**src/rtl/wm_pkg.sv**
```systemverilog
package wm_pkg;
  typedef logic [3:0] bcd_t;

  typedef struct packed {
    bcd_t min_t;
    bcd_t min_u;
    bcd_t sec_t;
    bcd_t sec_u;
  } run_time_t;

  typedef enum logic [1:0] {ST_IDLE, ST_RUN, ST_HOLD} state_t;

  typedef enum logic [1:0] {
    PRG_NONE  = 2'b00,
    PRG_WASH  = 2'b01,
    PRG_RINSE = 2'b10,
    PRG_DRY   = 2'b11
  } prog_t;

  localparam logic [2:0] CODE_IDLE = 3'b000;
  localparam logic [2:0] CODE_HOLD = 3'b100;
  localparam run_time_t  TIME_MIN  = '{min_t: 4'd0, min_u: 4'd1, sec_t: 4'd0, sec_u: 4'd0};
  localparam run_time_t  TIME_MAX  = '{min_t: 4'd6, min_u: 4'd0, sec_t: 4'd0, sec_u: 4'd0};

  function automatic bcd_t sat_digit(bcd_t d, bcd_t lim);
    return (d > lim) ? lim : d;
  endfunction

  // Limit a raw preset to the legal range 01:00 .. 60:00
  function automatic run_time_t clamp_time(run_time_t raw);
    run_time_t  r;
    logic [7:0] mins;
    r.min_t = raw.min_t;
    r.min_u = sat_digit(raw.min_u, 4'd9);
    r.sec_t = sat_digit(raw.sec_t, 4'd5);
    r.sec_u = sat_digit(raw.sec_u, 4'd9);
    mins    = {4'd0, r.min_t} * 8'd10 + {4'd0, r.min_u};
    if (mins >= 8'd60)     r = TIME_MAX;
    else if (mins == 8'd0) r = TIME_MIN;
    return r;
  endfunction
endpackage

```
**src/rtl/wm_tick_gen.sv**
```systemverilog
module wm_tick_gen #(
  parameter int TICK_DIV = 100_000_000
) (
  input  logic clk,
  input  logic rst,
  input  logic clr,
  input  logic en,
  output logic tick
);
  localparam int CW = (TICK_DIV > 1) ? $clog2(TICK_DIV) : 1;
  localparam logic [CW-1:0] LIM = CW'(TICK_DIV - 1);

  logic [CW-1:0] cnt_q;

  assign tick = en && (cnt_q == LIM);

  always_ff @(posedge clk) begin
    if (rst || clr)  cnt_q <= '0;
    else if (en)     cnt_q <= (cnt_q == LIM) ? '0 : cnt_q + 1'b1;
  end

  // divider phase holds while not enabled
  a_r7_phase_hold: assert property (@(posedge clk) disable iff (rst)
    (!en && !clr) |=> $stable(cnt_q));
endmodule

```
**src/rtl/wm_bcd_down.sv**
```systemverilog
module wm_bcd_down
  import wm_pkg::*;
(
  input  logic      clk,
  input  logic      rst,
  input  logic      load,
  input  run_time_t load_val,
  input  logic      dec,
  output run_time_t cnt,
  output logic      zero
);
  localparam int NDIG = 4;
  // wrap value per digit, least significant first: sec units, sec tens, min units, min tens
  localparam logic [4*NDIG-1:0] WRAP = {4'd9, 4'd9, 4'd5, 4'd9};

  logic [4*NDIG-1:0] cur_q, nxt;
  logic [NDIG-1:0]   brw;

  assign cnt    = run_time_t'(cur_q);
  assign zero   = (cur_q == '0);
  assign brw[0] = dec && !zero;

  for (genvar g = 0; g < NDIG; g++) begin : g_dig
    logic [3:0] d;
    assign d = cur_q[g*4 +: 4];
    assign nxt[g*4 +: 4] = brw[g] ? ((d == 4'd0) ? WRAP[g*4 +: 4] : d - 4'd1) : d;
    if (g < NDIG - 1) begin : g_brw
      assign brw[g+1] = brw[g] && (d == 4'd0);
    end
  end

  always_ff @(posedge clk) begin
    if (rst)       cur_q <= TIME_MIN;
    else if (load) cur_q <= load_val;
    else           cur_q <= nxt;
  end

  // without a step or load the count is frozen
  a_r7_count_frozen: assert property (@(posedge clk) disable iff (rst)
    (!dec && !load) |=> $stable(cur_q));
  // every digit stays a legal time digit
  a_r5_digits_legal: assert property (@(posedge clk) disable iff (rst)
    (cnt.sec_u <= 4'd9) && (cnt.sec_t <= 4'd5) && (cnt.min_u <= 4'd9) && (cnt.min_t <= 4'd6));
  // a step from a nonzero count changes it
  a_r5_step_moves: assert property (@(posedge clk) disable iff (rst)
    (dec && !zero && !load) |=> !$stable(cur_q));
endmodule

```
**src/rtl/wm_motor_drive.sv**
```systemverilog
module wm_motor_drive
  import wm_pkg::*;
#(
  parameter int PWM_W = 8
) (
  input  logic  clk,
  input  logic  rst,
  input  logic  enable,
  input  prog_t prog,
  output logic  fwd,
  output logic  rev
);
  localparam logic [PWM_W-1:0] THR_SLOW = PWM_W'(1) << (PWM_W - 4);
  localparam logic [PWM_W-1:0] THR_MED  = PWM_W'(1) << (PWM_W - 2);
  localparam logic [PWM_W-1:0] THR_FAST = PWM_W'(1) << (PWM_W - 1);

  logic [PWM_W-1:0] pwm_q;
  logic [PWM_W-1:0] thr;
  logic             on, want_fwd, want_rev;

  always_comb begin
    unique case (prog)
      PRG_WASH:  thr = THR_MED;
      PRG_RINSE: thr = THR_SLOW;
      PRG_DRY:   thr = THR_FAST;
      default:   thr = '0;
    endcase
  end

  assign on       = enable && (pwm_q < thr);
  assign want_fwd = on && ((prog == PRG_WASH) || (prog == PRG_DRY));
  assign want_rev = on && (prog == PRG_RINSE);

  always_ff @(posedge clk) begin
    if (rst) begin
      pwm_q <= '0;
      fwd   <= 1'b0;
      rev   <= 1'b0;
    end else begin
      pwm_q <= pwm_q + 1'b1;
      fwd   <= want_fwd;
      rev   <= want_rev;
    end
  end

  // never both directions
  a_r9_dir_exclusive: assert property (@(posedge clk) disable iff (rst) !(fwd && rev));
  // drive removed one clock after enable drops
  a_r8_drive_off: assert property (@(posedge clk) disable iff (rst)
    !enable |=> (!fwd && !rev));
endmodule

```
**src/rtl/wm_cycle_ctrl.sv**
```systemverilog
module wm_cycle_ctrl
  import wm_pkg::*;
#(
  parameter int TICK_DIV = 100_000_000,
  parameter int PWM_W    = 8
) (
  input  logic       clk,
  input  logic       rst,
  input  logic       cfg_load,
  input  logic [1:0] cfg_prog,
  input  logic [3:0] cfg_min_tens,
  input  logic [3:0] cfg_min_ones,
  input  logic [3:0] cfg_sec_tens,
  input  logic [3:0] cfg_sec_ones,
  input  logic       start,
  input  logic       pause,
  input  logic       stop,
  output logic [2:0] mode_code,
  output logic       ind_wash,
  output logic       ind_rinse,
  output logic       ind_dry,
  output logic       disp_sel,
  output logic [2:0] disp_mode,
  output logic [3:0] disp_min_tens,
  output logic [3:0] disp_min_ones,
  output logic [3:0] disp_sec_tens,
  output logic [3:0] disp_sec_ones,
  output logic       done,
  output logic       motor_fwd,
  output logic       motor_rev
);
  state_t    state_q, state_d;
  prog_t     prog_q;
  run_time_t preset_q, live, shown, raw_cfg;
  logic      done_q, tick, zero, is_idle, is_run, motor_en, expire;

  assign is_idle = (state_q == ST_IDLE);
  assign is_run  = (state_q == ST_RUN);
  assign expire  = is_run && zero;
  assign raw_cfg = '{min_t: cfg_min_tens, min_u: cfg_min_ones,
                     sec_t: cfg_sec_tens, sec_u: cfg_sec_ones};

  // Next-state: stop wins, then expiry, then pause/start
  always_comb begin
    state_d = state_q;
    unique case (state_q)
      ST_IDLE: if (!stop && start && (prog_q != PRG_NONE)) state_d = ST_RUN;
      ST_RUN: begin
        if (stop || zero) state_d = ST_IDLE;
        else if (pause)   state_d = ST_HOLD;
      end
      ST_HOLD: begin
        if (stop)       state_d = ST_IDLE;
        else if (start) state_d = ST_RUN;
      end
      default: state_d = ST_IDLE;
    endcase
  end

  always_ff @(posedge clk) begin
    if (rst) begin
      state_q  <= ST_IDLE;
      prog_q   <= PRG_NONE;
      preset_q <= TIME_MIN;
      done_q   <= 1'b0;
    end else begin
      state_q <= state_d;
      done_q  <= expire && !stop;
      if (is_idle && cfg_load) begin
        prog_q   <= prog_t'(cfg_prog);
        preset_q <= clamp_time(raw_cfg);
      end
    end
  end

  wm_tick_gen #(.TICK_DIV(TICK_DIV)) u_tick (
    .clk  (clk),
    .rst  (rst),
    .clr  (is_idle),
    .en   (is_run),
    .tick (tick)
  );

  wm_bcd_down u_count (
    .clk      (clk),
    .rst      (rst),
    .load     (is_idle),
    .load_val (preset_q),
    .dec      (tick),
    .cnt      (live),
    .zero     (zero)
  );

  assign motor_en = is_run && !stop && !pause && !zero;

  wm_motor_drive #(.PWM_W(PWM_W)) u_motor (
    .clk    (clk),
    .rst    (rst),
    .enable (motor_en),
    .prog   (prog_q),
    .fwd    (motor_fwd),
    .rev    (motor_rev)
  );

  always_comb begin
    unique case (state_q)
      ST_RUN:  mode_code = {1'b0, prog_q};
      ST_HOLD: mode_code = CODE_HOLD;
      default: mode_code = CODE_IDLE;
    endcase
  end

  assign ind_wash      = is_run && (prog_q == PRG_WASH);
  assign ind_rinse     = is_run && (prog_q == PRG_RINSE);
  assign ind_dry       = is_run && (prog_q == PRG_DRY);
  assign disp_sel      = !is_idle;
  assign shown         = disp_sel ? live : preset_q;
  assign disp_mode     = disp_sel ? mode_code : {1'b0, prog_q};
  assign disp_min_tens = shown.min_t;
  assign disp_min_ones = shown.min_u;
  assign disp_sec_tens = shown.sec_t;
  assign disp_sec_ones = shown.sec_u;
  assign done          = done_q;

  // stored preset always inside 01:00 .. 60:00
  a_r2_preset_range: assert property (@(posedge clk) disable iff (rst)
    (preset_q.min_t < 4'd6 && (preset_q.min_t != 4'd0 || preset_q.min_u != 4'd0))
    || (preset_q == TIME_MAX));
  // settings locked outside standby
  a_r3_preset_locked: assert property (@(posedge clk) disable iff (rst)
    !is_idle |=> ($stable(preset_q) && $stable(prog_q)));
  // stop reaches standby in one clock
  a_r8_stop_idle: assert property (@(posedge clk) disable iff (rst)
    stop |=> (mode_code == CODE_IDLE));
  // done is a single-cycle pulse seen in standby
  a_r6_done_single: assert property (@(posedge clk) disable iff (rst)
    done |=> !done);
  a_r6_done_idle: assert property (@(posedge clk) disable iff (rst)
    done |-> (mode_code == CODE_IDLE));
  // at most one indicator
  a_r4_ind_onehot: assert property (@(posedge clk) disable iff (rst)
    $onehot0({ind_wash, ind_rinse, ind_dry}));
endmodule

```
**config.mk**
```make
export PLATFORM = sky130hd
export DESIGN_NAME = wm_cycle_ctrl
export DESIGN_NICKNAME = d
export VERILOG_FILES = /design/src/rtl/wm_pkg.sv /design/src/rtl/wm_tick_gen.sv /design/src/rtl/wm_bcd_down.sv /design/src/rtl/wm_motor_drive.sv /design/src/rtl/wm_cycle_ctrl.sv
export SDC_FILE = /design/constraint.sdc
export NUM_CORES = 1
export LEC_CHECK = 0
export BUFFER_PORTS_ARGS = -buffer_cell sky130_fd_sc_hd__buf_2
export CAP_MARGIN = 20
export CORE_MARGIN = 1.5
export CORE_UTILIZATION = 50
export DETAILED_ROUTE_END_ITERATION = 12
export PLACE_DENSITY = 0.71
export SLEW_MARGIN = 15
export SYNTH_ARGS = -nofsm -noshare
export SYNTH_HDL_FRONTEND = slang
export SYNTH_SLANG_ARGS = --single-unit
```
**constraint.sdc**
```tcl
create_clock -name clk -period 4.2 [get_ports clk]
set_clock_uncertainty 0.2 [all_clocks]
set_input_delay 0.63 -clock clk [delete_from_list [all_inputs] [get_ports clk]]
set_output_delay 0.63 -clock clk [all_outputs]
set_load 0.01 [all_outputs]
```
==> flow_summary.ini <==
[timing]
timing.final.ws_setup_ns = 1.068
finalSetupTns_ns = 0
setup_violations = 0
finalCriticalPeriod_ns = 3.132
rsz0062_at_grt = no
timing_max_transition_violations_final = 0
upper_clock_frequency_limit_mhz = 319.3
worst-slew-pin-transition_ns = 0.8395
hold_viol = 0
portion_of_the_clock_cycle_consumed_by_the_worst_path_in_the_final_layout_pct = 74.58
post_route_hold_slack_ns = 0.2409
slew-limit-headroom_pct = 43.83

[synthesis]
dominant_combinational_cell_family_by_area_after_synthesis = simple AND/OR/NAND/NOR gates
synth_edf_count = 0
post_synth_fa_ha_maj_area_fraction_pct = 5.656
synth_cell_type_count = 59
synth_xor_xnor_area_share_pct = 7.613
post_synth_inst_count = 473
ys_seq_area_share_pct = 36.79
synth-compound-area-share_pct = 16.81
asyncSetResetFlopFracSynth_pct = 0
post_synth_instance_area_mm2 = 0.004026
synth-seq-cells = 74
synth.avg_cell_area_um2 = 8.512
post_synth_mux_area_share_pct = 2.735
yosys.area_share.simple_pct = 26.29
postSynthNetCount = 514
yosys_warnings = 0
synthFlopType = sky130_fd_sc_hd__dfxtp_1

[power_and_ir_drop]
cellInternalPower_mw = 1.227
switching_power_uw = 446.5
power.share.combinational_pct = 16.0
swShare_pct = 26.68
worst_ir_drop_vdd_uv = 211.7
power.density_mw_per_mm2 = 365.2
finalPower_mw = 1.674
clock_power_share_pct = 38.9
leakagePower_nw = 1.727
p_seq_share_pct = 45.2

[floorplan]
die_w_um = 92.74
die-height_um = 92.74
row_count = 32
initial_core_util_pct = 51.84
fp.coreArea_mm2 = 0.007767
floorplan.io_pins = 53
design.die.area_mm2 = 0.008600

[setup_path]
slowest_stage = sky130_fd_sc_hd__nor3_1
cp.required_ns = 4.25
critPathKind = register to register
timing.critical_path.to_type = register
worst_path_largest_cell_delay_ns = 0.66
worstPathArrival_ns = 3.19
worst_path_fanout_max = 17
cp-start-kind = register
crit_chain = inv_1, ha_1, nand4_1, nor3_1, o211ai_4, or4_1, a311oi_1

[routing]
first_pass_iters = 4
drtIter0Drc = 187
routed-via-count = 3520
avg_vias_per_cell = 5.632
drc = 0
routed_wire_length_per_instance_um = 14.74
postRouteWirelength_um = 9212
final_antenna_net_count = 0

[grt]
global_route.usage.total_pct = 22.61
grt_pass1_wl_um = 15520
globalRouteOverflowTotal = 0
maximum_number_of_pins_on_one_net_before_global_route_repair = 40
number_of_global_route_vias_before_repair = 3400
antenna_violations_before_repair = 0

[final_layout]
layout.filler_cells = 735
final_cell_area_mm2 = 0.004583
synthToLayoutAreaGrowth_pct = 13.83
n_antenna_cell = 0
final_nets = 559
share_of_final_layout_standard_cells_stronger_than_drive_strength_1_pct = 17.21

[clocking]
cts-hold-fix-buffers = 0
tritoncts = built
tritoncts_num_sinks = 74
clock-root-buffer = sky130_fd_sc_hd__clkbuf_8
cts_inserted_buffers = 9
htree_levels = 3
cts_resized = 0
worst_setup_hold_path_clk_slew_ns = 0.08
clock_insertion_delay_worst_skew_ns = 0.34
bufs_on_longest_clock_path = 2
post-cts-setup-buffers = 0

[placement]
io_buffers = 52
routabilityCongestion = 0.9054
place_hpwl_um = 6670
dpl_cell_area_mm2 = 0.004349
detailedPlace.worstSlack_ns = 0.7808

[min_path]
hold_class = register to register

[outcome]
run_status = finished clean

[flow_run]
cap_viol_max_count = 0
-- synth_stat cells (all sizes together) (5+ instances only) --
cell	instances	area share, %
or2	5	0.78
nor2	63	5.9
mux2	8	2.2
or4	5	1.0
a311oi	5	1.4
ha	15	4.7
nor3	15	1.9
buf	9	1.2
xnor2	21	4.6
and3	9	1.4
nand3	12	1.5
nand2	32	3.0
a21oi	18	2.2
or3	7	1.1
nor2b	6	0.93
inv	19	1.8
o21ai	25	3.1
dfxtp	74	37
xor2	14	3.0
a22o	9	2.0
nand4	11	1.7
a211oi	8	1.5
clkbuf	12	1.1
nor4	11	2.0
and4	5	1.1
nand2b	9	1.4
-- registers in the layout, indices dropped and copies added (netlist names) --
signal,count
u_motor.pwm_q,8
prog_q,2
done,1
state_q,2
u_motor.fwd,1
u_count.cnt,16
u_motor.rev,1
preset_q,16
u_tick.cnt_q,27
-- per-layer routing --
layer	up-vias	global-route usage [%]	share of wire, %
met5	-	0	0
met4	0	6.187	0.91
met3	6	5.337	3.7
met2	59	40.50	51
met1	1661	26.87	45
li1	1794	-	-
-- metrics by stage --
stage	instances	utilization [%]
2_1_floorplan	473	-
3_3_place_gp	609	55.99
3_5_place_dp	609	55.99
4_1_cts	625	59.00
5_1_grt	625	59.00
6_report	625	59.00
-- power groups by stage --
stage	registers [mW]	logic [mW]	clock network [mW]
2_1_floorplan	0.761	0.195	0
3_3_place_gp	0.771	0.257	0
3_5_place_dp	0.772	0.266	0
4_1_cts	0.756	0.267	0.665
6_report	0.756	0.267	0.650
5_1_grt	0.761	0.297	0.688
-- cells in the final DEF, fill, tap and decap left out, types with 11 or more instances in the layout --
cell type,instances
sky130_fd_sc_hd__ha_1,15
sky130_fd_sc_hd__dfxtp_1,74
sky130_fd_sc_hd__nand2_1,32
sky130_fd_sc_hd__nand4_1,11
sky130_fd_sc_hd__nand3_1,12
sky130_fd_sc_hd__nor3_1,15
sky130_fd_sc_hd__a21oi_1,18
sky130_fd_sc_hd__o21ai_0,19
sky130_fd_sc_hd__xnor2_1,21
sky130_fd_sc_hd__inv_1,19
sky130_fd_sc_hd__nor2_1,63
sky130_fd_sc_hd__xor2_1,14
sky130_fd_sc_hd__buf_2,52
-- worst max-delay path, delay by kind of cell (launching register included) --
| kind | cells | cell delay [ns] |
|---|---|---|
| compound gates | 2 | 0.57 |
| fa+ha+maj | 1 | 0.42 |
| buf+inv | 1 | 0.09 |
| flops | 1 | 0.33 |
| simple gates | 3 | 1.44 |
-- kinds of logic after synthesis --
group,count (synthesis)
compound gates,94
simple gates,203
flops,74
mux,10
xor+xnor,35
fa+ha+maj,17
buf+inv,40
-- worst paths after layout --
check | from | slack [ns] | cells after the start | to
max | state_q[1]$_SDFFE_PP0P_ | 1.07 | 7 | u_count.cnt[3]$_SDFFE_PP0P_
min | u_motor.pwm_q[0]$_SDFF_PP0_ | 0.24 | 1 | u_motor.pwm_q[0]$_SDFF_PP0_
max reg2reg | state_q[1]$_SDFFE_PP0P_ | 1.07 | 7 | u_count.cnt[3]$_SDFFE_PP0P_
min reg2reg | u_motor.pwm_q[0]$_SDFF_PP0_ | 0.24 | 1 | u_motor.pwm_q[0]$_SDFF_PP0_
-- area by class of cell --
type | instances | area, um2 | share of cell area (%)
multi-input combinational | 359 | 2386 | 52.06
sequential | 74 | 1481 | 32.32
timing repair buffer | 55 | 282.8 | 6.170
clock buffer | 11 | 131.4 | 2.867
tap | 102 | 127.6 | 2.785
clock inverter | 5 | 102.6 | 2.239
inverter | 19 | 71.32 | 1.556
Power figures use the tool's default switching activity.
